$ cat src/rtl/tsro_pkg.sv
package tsro_pkg;

    typedef enum logic [1:0] {
        RD_IDLE = 2'd0,
        RD_EVAL = 2'd1,
        RD_SCAN = 2'd2
    } rd_state_e;

endpackage

$ cat src/rtl/tsro_ts_gen.sv
module tsro_ts_gen #(
    parameter int TSW = 6
) (
    input  logic           clk,
    input  logic           rst_n,
    output logic [TSW-1:0] ts_o
);

    typedef struct packed {
        logic [TSW-1:0] cnt;
    } ts_st_t;

    ts_st_t ts_d, ts_q;

    always_comb begin
        ts_d     = ts_q;
        ts_d.cnt = ts_q.cnt + TSW'(1);
    end

    always_ff @(posedge clk) begin
        if (!rst_n) begin
            ts_q <= '0;
        end else begin
            ts_q <= ts_d;
        end
    end

    assign ts_o = ts_q.cnt;

endmodule

$ cat src/rtl/tsro_first_set.sv
module tsro_first_set #(
    parameter int N = 8,
    localparam int IW = (N > 1) ? $clog2(N) : 1
) (
    input  logic [N-1:0]  req_i,
    output logic          found_o,
    output logic [IW-1:0] idx_o
);

    always_comb begin
        found_o = |req_i;
        idx_o   = '0;
        for (int i = N - 1; i >= 0; i--) begin
            if (req_i[i]) begin
                idx_o = IW'(i);
            end
        end
    end

endmodule

$ cat src/rtl/tsro_column.sv
module tsro_column #(
    parameter int NROW = 8,
    parameter int TSW  = 6
) (
    input  logic            clk,
    input  logic            rst_n,
    input  logic [NROW-1:0] hit_i,
    input  logic [TSW-1:0]  ts_i,
    input  logic [TSW-1:0]  rts_i,
    input  logic [NROW-1:0] clr_i,
    output logic [NROW-1:0] match_o,
    output logic            any_o
);

    typedef struct packed {
        logic [NROW-1:0]          held;
        logic [NROW-1:0][TSW-1:0] stamp;
    } col_st_t;

    col_st_t col_d, col_q;

    always_comb begin
        col_d = col_q;
        for (int r = 0; r < NROW; r++) begin
            if (!col_q.held[r]) begin
                if (hit_i[r]) begin
                    col_d.held[r]  = 1'b1;
                    col_d.stamp[r] = ts_i;
                end
            end else if (clr_i[r]) begin
                col_d.held[r] = 1'b0;
            end
        end
    end

    always_ff @(posedge clk) begin
        if (!rst_n) begin
            col_q <= '0;
        end else begin
            col_q <= col_d;
        end
    end

    always_comb begin
        for (int r = 0; r < NROW; r++) begin
            match_o[r] = col_q.held[r] && (col_q.stamp[r] == rts_i);
        end
        any_o = |match_o;
    end

endmodule

$ cat src/rtl/tsro_readout.sv
module tsro_readout #(
    parameter int NCOL = 8,
    parameter int NROW = 8,
    parameter int TSW  = 6,
    localparam int CW  = (NCOL > 1) ? $clog2(NCOL) : 1,
    localparam int RW  = (NROW > 1) ? $clog2(NROW) : 1,
    localparam int NPIX = NCOL * NROW
) (
    input  logic            clk,
    input  logic            rst_n,
    input  logic [NPIX-1:0] hit_i,
    input  logic            rd_start_i,
    input  logic            rd_ready_i,
    output logic            out_valid_o,
    output logic            out_eot_o,
    output logic [CW-1:0]   out_col_o,
    output logic [RW-1:0]   out_row_o,
    output logic [TSW-1:0]  out_ts_o
);
    import tsro_pkg::*;

    typedef struct packed {
        rd_state_e       st;
        logic [TSW-1:0]  rts;
        logic [NCOL-1:0] cflag;
    } ctl_t;

    ctl_t ctl_d, ctl_q;

    logic [TSW-1:0]             ts_live;
    logic [NCOL-1:0][NROW-1:0]  col_match;
    logic [NCOL-1:0][NROW-1:0]  col_clr;
    logic [NCOL-1:0]            col_any;
    logic [NCOL-1:0]            col_active;
    logic                       c_found;
    logic [CW-1:0]              c_idx;
    logic [NROW-1:0]            sel_match;
    logic                       r_found;
    logic [RW-1:0]              r_idx;
    logic                       word_found;
    logic                       accept;

    tsro_ts_gen #(.TSW(TSW)) u_ts (
        .clk   (clk),
        .rst_n (rst_n),
        .ts_o  (ts_live)
    );

    for (genvar c = 0; c < NCOL; c++) begin : g_col
        tsro_column #(.NROW(NROW), .TSW(TSW)) u_col (
            .clk     (clk),
            .rst_n   (rst_n),
            .hit_i   (hit_i[c*NROW +: NROW]),
            .ts_i    (ts_live),
            .rts_i   (ctl_q.rts),
            .clr_i   (col_clr[c]),
            .match_o (col_match[c]),
            .any_o   (col_any[c])
        );
    end

    assign col_active = ctl_q.cflag & col_any;

    tsro_first_set #(.N(NCOL)) u_col_pick (
        .req_i   (col_active),
        .found_o (c_found),
        .idx_o   (c_idx)
    );

    assign sel_match = col_match[c_idx];

    tsro_first_set #(.N(NROW)) u_row_pick (
        .req_i   (sel_match),
        .found_o (r_found),
        .idx_o   (r_idx)
    );

    assign word_found = c_found && r_found;

    always_comb begin
        out_valid_o = (ctl_q.st == RD_SCAN);
        out_eot_o   = out_valid_o && !word_found;
        out_col_o   = word_found ? c_idx : '0;
        out_row_o   = word_found ? r_idx : '0;
        out_ts_o    = ctl_q.rts;
        accept      = out_valid_o && rd_ready_i;
    end

    always_comb begin
        for (int c = 0; c < NCOL; c++) begin
            col_clr[c] = '0;
            if (accept && word_found && (c_idx == CW'(c))) begin
                col_clr[c][r_idx] = 1'b1;
            end
        end
    end

    always_comb begin
        ctl_d = ctl_q;
        unique case (ctl_q.st)
            RD_IDLE: begin
                if (rd_start_i) begin
                    ctl_d.st = RD_EVAL;
                end
            end
            RD_EVAL: begin
                ctl_d.cflag = col_any;
                ctl_d.st    = RD_SCAN;
            end
            RD_SCAN: begin
                if (accept && !word_found) begin
                    ctl_d.rts   = ctl_q.rts + TSW'(1);
                    ctl_d.cflag = '0;
                    ctl_d.st    = RD_IDLE;
                end
            end
            default: begin
                ctl_d.st = RD_IDLE;
            end
        endcase
    end

    always_ff @(posedge clk) begin
        if (!rst_n) begin
            ctl_q <= '{st: RD_IDLE, rts: '0, cflag: '0};
        end else begin
            ctl_q <= ctl_d;
        end
    end

endmodule

$ cat config.mk
export PLATFORM = sky130hd
export DESIGN_NAME = tsro_readout
export DESIGN_NICKNAME = d
export VERILOG_FILES = /design/src/rtl/tsro_pkg.sv /design/src/rtl/tsro_ts_gen.sv /design/src/rtl/tsro_first_set.sv /design/src/rtl/tsro_column.sv /design/src/rtl/tsro_readout.sv
export SDC_FILE = /design/constraint.sdc
export NUM_CORES = 1
export LEC_CHECK = 0
export ABC_AREA = 0
export CAP_MARGIN = 20
export CELL_PAD_IN_SITES_DETAIL_PLACEMENT = 1
export CELL_PAD_IN_SITES_GLOBAL_PLACEMENT = 2
export CORE_MARGIN = 2
export CORE_UTILIZATION = 44
export DETAILED_ROUTE_END_ITERATION = 8
export PLACE_DENSITY_LB_ADDON = 0.25
export SETUP_SLACK_MARGIN = 0.05
export SYNTH_ARGS = -nofsm -noshare
export SYNTH_HDL_FRONTEND = slang
export SYNTH_HIERARCHICAL = 1
export SYNTH_SLANG_ARGS = --single-unit
$ cat constraint.sdc
create_clock -name clk -period 7.9 [get_ports clk]
set_input_delay 1.58 -clock clk [delete_from_list [all_inputs] [get_ports clk]]
set_output_delay 1.58 -clock clk [all_outputs]
set_load 0.1 [all_outputs]
; Word level (Yosys, flattened, before mapping)
; Index checks and enable logic that the tools add are counted.
; Widths: inputs -> output; s select.
[op_classes]
n_addsub = 2
mul = 0
div_mod_pow = 0
magnitude_cmp = 3
n_eq_ne = 75
n_shift = 0
mux = 226
bitwise_logic = 65
n_reduce_logical = 159
[op_table]
columns = cell, n
row1 = $eq 6x6->1, 64
row2 = $mux 1, 193
row3 = $reduce_and 2->1, 67
row4 = $reduce_or 8->1, 10
row5 = $logic_and 1x1->1, 78
row6 = $mux 8, 9
row7 = $not 1->1, 64
row8 = $mux 3, 18
row9 = $bmux 8 s3, 1
row10 = $mux 16, 1
row11 = $pmux 8 s2, 1
row12 = $add 6x1->6 const B, 2
row13 = $eq 3x3->1 const B, 4
row14 = $and 8x8->8, 1
row15 = $lt 3x4->1 const B, 2
row16 = $eq 3x2->1 const B, 2
row17 = $pmux 2 s3, 1
row18 = $demux 1 s3, 1
row19 = $eq 3x1->1 const B, 1
row20 = $ge 3x1->1 const B, 1
row21 = $logic_not 3->1, 1
row22 = $eq 2x1->1 const B, 1
row23 = $eq 2x2->1 const B, 1
row24 = $logic_not 2->1, 1
row25 = other kinds (5), 5
[totals]
reg_bits = 470
latch_bits = 0
mem_bits_rw = 0
mem_bits_ro = 0
inputBits = 68
out_inout_bits = 14
memories = 0

; Depth between registers and ports, before layout
; Gate-level depths: netlist of run 1.
[logic_depth]
word_depth = 29
depth_mapped = 22

; Modules after synthesis
; The synthesis of run 1 kept the hierarchy.
[by_module_without_submodules]
columns = mod, instances, cells_per_inst, area_per_inst_um2
row1 = tsro_column, 8, 263, 2783.9
row2 = tsro_readout, 1, 225, 1707.9
row3 = tsro_ts_gen, 1, 22, 235.2
row4 = tsro_first_set, 2, 13, 81.3

; Worst setup path before layout of run 1
; No wires, ideal clock.
[synth_path]
path_type = register to output
start = reg ctl_q, in the netlist out_ts_o[2]
end = out out_row_o[1]
arrival_time_ns = 4.825
required_time_ns = 6.320
slack_ns = 1.495
path_stages_with_launch = 16
cell_sequence = dfxtp_1 buf_6 xor2_1 nor4_2 nor4_1 nand2_1 and2_1 o41ai_1 buf_2 mux4_2 mux2_2 nor2_1 o21ai_0 a21boi_0 clkbuf_1 and3_1
[synth_rtl]
columns = item, line_no
row1 = start: declaration, tsro_readout.sv:28  ; ctl_t ctl_d, ctl_q;
row2 = start signal: assignment, tsro_readout.sv:125  ; ctl_q <= '{st: RD_IDLE, rts: '0, cflag: '0};
row3 = start signal: assignment, tsro_readout.sv:127  ; ctl_q <= ctl_d;
row4 = end: declaration, tsro_readout.sv:17  ; output logic [RW-1:0] out_row_o,

==> results of run 1 <==
## power by group
part / internal (uW) / switching, uW / leakage (uW) / total, uW
Combinational: 427 / 761 / 0.00703 / 1190
Clock: 1570 / 1030 / 0.000923 / 2600
Sequential: 2440 / 69.4 / 0.00383 / 2510
## metal layers
layer	share of wire, %	up-vias	wire length (um)	track usage (%)
met5	0	-	0	0
met4	2.6	0	1820	7.56
met3	3.9	108	2710	3.72
met2	46	253	32300	39.9
met1	47	8433	33300	33.5
li1	-	7966	-	-
## through the flow
stage	power [uW]	area, um2
finish	6300	27300
CTS	6350	27300
floorplan	3260	24400
global placement	3670	25400
global route	6520	27300
detailed placement	3740	25400
## sequential cells by signal, summed over array words and instances (netlist names)
register           flops
g_col.u_col/col_q    448
ctl_q                 10
out_ts_o               6
u_ts/ts_o              6
## timing repair
item                       CTS  global route
resized for setup            0             2
setup endpoints to repair    0             1
buffers inserted             0             2
## how the worst max path moves through the flow
stage / start / to / slack [ns] / depth (start not counted)
2_1_floorplan: out_ts_o[2] / out_row_o[1] / 1.49 / 15
3_3_place_gp: out_ts_o[3] / out_eot_o / 0.99 / 18
3_5_place_dp: out_ts_o[3] / out_eot_o / 0.97 / 17
4_1_cts: out_ts_o[3] / out_eot_o / 0.25 / 18
5_1_grt: out_ts_o[4] / out_eot_o / 0.06 / 15
6_report: out_ts_o[4] / out_eot_o / 0.36 / 15
## cell type report
class | count | area (um2) | area share [%]
multi-input cells | 1720 | 13800 | 50.6
flip-flops and latches | 470 | 9440 | 34.5
clock buffers | 86 | 1670 | 6.12
repair buffers | 113 | 1250 | 4.57
well taps | 748 | 936 | 3.43
clock inverters | 15 | 179 | 0.655
inverters | 3 | 11.3 | 0.0412
## placed cells by master (no fill, tap or decap), types with 10 or more instances in the layout
cell             count
a21oi_1             15
and2_1              14
buf_12              12
buf_4               24
clkbuf_1            13
clkbuf_16           55
clkbuf_8            18
clkdlybuf4s50_1     73
clkinv_2            10
dfxtp_1            458
mux2i_1            387
mux4_2              15
nand2_1             89
nand2b_1            60
nand3_1             14
nand4_1             66
nor2_1              73
nor2b_1            399
nor4_1              17
nor4_2              65
o211a_1             64
xnor2_1            194
xor2_1             185
## critical path: cells and delay by family, from the launching register on
| family | cells | cell delay, ns |
|---|---|---|
| XOR/XNOR | 1 | 0.17 |
| AO/OA/AOI/OAI | 1 | 0.40 |
| multiplexers | 2 | 0.88 |
| buffers and inverters | 3 | 0.94 |
| AND/OR/NAND/NOR | 8 | 1.94 |
| flip-flops | 1 | 0.98 |
## cells by family after synthesis
kind of cell	after synthesis
and+or+nand+nor	820
AOI/OAI and AO/OA	100
muxes	411
buffers and inverters	187
xor gates and xnor gates	387
DFF	470
adders and majority gates	2
==> flow_summary.json, run 1 <==
{
  "outcome": "complete, no violations",
  "nets": 2432,
  "fin_tns_setup_ns": 0,
  "clock_skew_ns": 0.0263,
  "start_kind": "flip-flop",
  "reg2reg_slack_ns": 1.83,
  "synth_edf_count": 0,
  "clk_latency_ns": 0.61,
  "yosys_warnings": 6,
  "yosys.area.top_type": "dfxtp_1",
  "start_util_pct": 44.3,
  "cts.path.max_buffers": 3,
  "dp_slack_ns": 0.966,
  "crit_type": "reg2out",
  "fmax_ghz": 0.133,
  "synth-async-reset-ratio_pct": 0,
  "clkTransAtPathRegs_ns": 0.06,
  "syn_to_final_growth_pct": 12.1,
  "synth_area_leaders": "dfxtp_1 (39%), mux2i_1 (16%), nor2b_1 (10%), xnor2_1 (7.0%), xor2_1 (6.6%)",
  "synthMuxAreaShare_pct": 17.8,
  "slew_headroom_pct": 20.1,
  "fillers": 5904,
  "routabilityCongestion": 0.775,
  "die-area_mm2": 0.0573,
  "synth_area_mm2": 0.0244,
  "syn_area_per_cell_um2": 10.3,
  "num_io_pins": 82,
  "r2r-start": "out_ts_o[4]",
  "endpoint_kind": "output port",
  "dp_hpwl_mm": 43.7,
  "wl_per_cell_um": 22.3,
  "final_core_util_pct": 49.7,
  "reg2reg_depth": 18,
  "hold_class": "reg2reg",
  "layout-drive-gt1-share_pct": 10.1,
  "finalSetupViolations": 0,
  "core_mm2": 0.0550,
  "synth_cells": 2377,
  "final_antenna_net_count": 0,
  "worstPathRequired_ns": 6.32,
  "synth.most_common_cell": "dfxtp_1",
  "critPathArrivalTime_ns": 5.96,
  "via_per_inst": 5.31,
  "place_inst": 3052,
  "cts.htree.levels": 2,
  "dr.pass1.iters": 5,
  "finalWorstSetupSlack_ns": 0.360,
  "holdCritStartpoint": "ctl_q[4]",
  "die_h_um": 239,
  "grt_overflow": 0,
  "hold_end": "ctl_q[4]",
  "cap_violations": 0,
  "diodes": 0,
  "synth-compound-area-share_pct": 3.54,
  "rows": 86,
  "synth_ff_type": "dfxtp_1",
  "whs_ns": 0.486,
  "synth_adder_area_share_pct": 0.103,
  "grt_max_degree": 281,
  "fin_crit_sh_pct": 95.4,
  "synth_nets": 2447,
  "yosys.area.top_type_share_pct": 38.6,
  "wirelength_mm": 70.2,
  "cts_inserted_buffers": 54,
  "track_usage_pct": 24.5,
  "antenna_found_initial": 1,
  "die_width_um": 239,
  "tightestPinTransition_ns": 1.20,
  "vias": 16760,
  "synthSimpleGateAreaFrac_pct": 21.1,
  "rsz0062_at_grt": "false",
  "path_cells": "buf_12, xor2_2, nor4_2, nor4_1, nand2_1, and2_1, o41ai_2, buf_4, mux4_2, mux2_2, nor4_2, nand3_1, nand2_1, and2_1, buf_12",
  "grt_pass1_vias": 17740,
  "hold_violations": 0,
  "p_leak_uw": 0.0118,
  "cp_max_fo": 44,
  "whs_path_depth": 2,
  "synth_xor_area_share_pct": 14.2,
  "slowest_stage": "dfxtp_4",
  "grt_first_pass_wirelength_mm": 107,
  "ys_seq_area_share_pct": 38.6,
  "synth_top_family_by_area": "simple AND/OR/NAND/NOR gates",
  "root_buffer": "clkbuf_16",
  "synth_common_cells": "dfxtp_1 (470), nor2b_1 (399), mux2i_1 (387)",
  "drv_slew": 0,
  "slowest_delay_ns": 0.98,
  "drt_iter0_markers": 875,
  "r2r_end": "g_col[7].u_col/col_q[54]",
  "synth.distinct_cells": 41,
  "fin_cells": 3155,
  "ys_ff_latch": 470,
  "cts_sinks": 470,
  "io_buffer_count": 81,
  "vdd_drop_max_mv": 0.168,
  "p_per_area_mw_per_mm2": 230,
  "tritoncts": "built",
  "drc": 0,
  "hold_buffers": 0,
  "fin_crit_ns": 7.54
}
Power figures use the tool's default switching activity.
==> run 2, diff against run 1 <==
CORE_ASPECT_RATIO = 2   (was unset)
CORE_MARGIN = 1   (was 2)
==> run 2 against run 1 <==
  * Setup slack better by 0.037 ns
  * Sequential power about the same
  * Clock skew down 0.0049 ns
  * Power down 3.0%
  * Clock power down 5%
  * Critical path type unchanged
  * Highest routed layer is now met5
==> flow_summary.json, run 2 (synthesized netlist as in run 1, its figures left out) <==
{
  "outcome": "complete, no violations",
  "finalWorstSetupSlack_ns": 0.398,
  "diodes": 0,
  "dr_wl_met2_mm": 39.2,
  "largest_reg_flops": 448,
  "cp_max_fo": 43,
  "drt_iter0_markers": 741,
  "critPathArrivalTime_ns": 5.92,
  "endpoint_kind": "output port",
  "hold_violations": 0,
  "dpl_cell_area_mm2": 0.0253,
  "start_util_pct": 44.7,
  "vias": 16913,
  "slowest_delay_ns": 0.98,
  "root_buffer": "clkbuf_16",
  "die_width_um": 168,
  "final_core_util_pct": 49.5,
  "fin_area_mm2": 0.0270,
  "path_delay_family": "simple AND/OR/NAND/NOR gates",
  "syn_to_final_growth_pct": 10.7,
  "rsz0062_at_grt": "false",
  "core_mm2": 0.0545,
  "finalSetupViolations": 0,
  "final_common_cell": "dfxtp_1",
  "fmax_ghz": 0.133,
  "fin_crit_sh_pct": 95.0,
  "clock_skew_ns": 0.0213,
  "worstPathRequired_ns": 6.32,
  "grt_pass1_vias": 18297,
  "cts_inserted_buffers": 46,
  "cts.htree.levels": 2,
  "die-area_mm2": 0.0564,
  "crit_top_cell": "buf_4",
  "routabilityCongestion": 0.849,
  "via_per_inst": 5.51,
  "hold_class": "reg2reg",
  "drc": 0,
  "wl_per_cell_um": 24.2,
  "start_kind": "flip-flop",
  "tightestPinTransition_ns": 1.07,
  "die_h_um": 335,
  "grt_max_degree": 136,
  "antenna_found_initial": 1,
  "drv_slew": 0,
  "cts_resized": 0,
  "hold_buffers": 0,
  "slowest_stage": "dfxtp_4",
  "cts.path.max_buffers": 3,
  "cp_num_buf_inv": 3,
  "path_cells": "buf_4, xor2_1, nor4_2, nor4_1, nand2_1, and2_1, a21oi_1, o41ai_2, buf_4, mux4_2, mux2_2, nor4_2, nand3_1, nand2_1, and2_1, buf_4",
  "final_antenna_net_count": 0,
  "crit_type": "reg2out",
  "clkTransAtPathRegs_ns": 0.07,
  "num_io_pins": 82,
  "io_buffer_count": 81,
  "vdd_drop_max_mv": 0.273,
  "top_register": "g_col.u_col/col_q",
  "tritoncts": "built",
  "grt_overflow": 0,
  "clk_latency_ns": 0.59,
  "p_leak_uw": 0.0117,
  "dp_slack_ns": 1.07,
  "dp_hpwl_mm": 48.4,
  "cap_violations": 0,
  "fin_tns_setup_ns": 0,
  "dr.pass1.iters": 4,
  "highest_layer": "met5",
  "wirelength_mm": 74.4,
  "postCtsSetupRepairBufs": 0,
  "cts_sinks": 470,
  "nets": 2427,
  "dr_wl_met3_mm": 2.48,
  "fin_crit_ns": 7.50,
  "slew_headroom_pct": 28.5,
  "wl_met1_mm": 28.1,
  "rows": 121,
  "layout_common_cells": "dfxtp_1 (458), nor2b_1 (399), mux2i_1 (387)",
  "layout-drive-gt1-share_pct": 9.57,
  "track_usage_pct": 26.6,
  "grt_first_pass_wirelength_mm": 112,
  "p_per_area_mw_per_mm2": 226,
  "top_regs": "g_col.u_col/col_q x448, ctl_q x10"
}
[run 2: report_power, final]
part           switching (uW)  internal (uW)
Combinational             741            397
Clock                     988           1480
Sequential               63.9           2440
Total                    1790           4310
[run 2: cell type report]
cell class / instances / area [um2]
sequential: 470 / 9440
clock buffer: 72 / 1430
fill: 5878 / 27500
clock inverter: 12 / 244
multi-input combinational: 1720 / 13800
tap: 676 / 846
inverter: 3 / 11.3
timing repair buffer: 116 / 1180
[run 2: routing by layer]
layer	up-vias	track usage (%)
li1	7937	-
met1	8486	28.2
met2	322	49.7
met3	166	3.54
met4	2	15.5
met5	-	0
[run 2: path summary, 6_finish.rpt]
| kind | endpoint | cells after the start | slack (ns) | from |
|---|---|---|---|---|
| worst min register to register | ctl_q[6] | 2 | 0.49 | ctl_q[6] |
| worst min-delay path | ctl_q[6] | 2 | 0.49 | ctl_q[6] |
| worst max register to register | g_col[3].u_col/col_q[54] | 18 | 1.78 | out_ts_o[4] |
| worst max-delay path | out_eot_o | 16 | 0.40 | out_ts_o[4] |
[run 2: through the flow]
step           hold WS [ns]  instances  total power [uW]
3_3_place_gp          0.473       2984              3670
6_report              0.491       3069              6100
5_1_grt               0.515       3069              6300
2_1_floorplan         0.457       2377              3260
4_1_cts               0.493       3068              6170
3_5_place_dp          0.484       2984              3690
[run 2: worst register-to-register path, stage by stage (launching register included)]
cell	delay [ns]
dfxtp_4	0.98
buf_4	0.43
xor2_1	0.12
nor4_2	0.53
nor4_1	0.14
nand2_1	0.11
and2_1	0.18
a21oi_1	0.12
o41ai_2	0.27
buf_4	0.27
mux4_2	0.57
mux2_2	0.32
nor2_1	0.17
a21boi_0	0.26
buf_4	0.20
nand3b_1	0.74
nor2_1	0.40
nand2_1	0.10
o211a_1	0.11
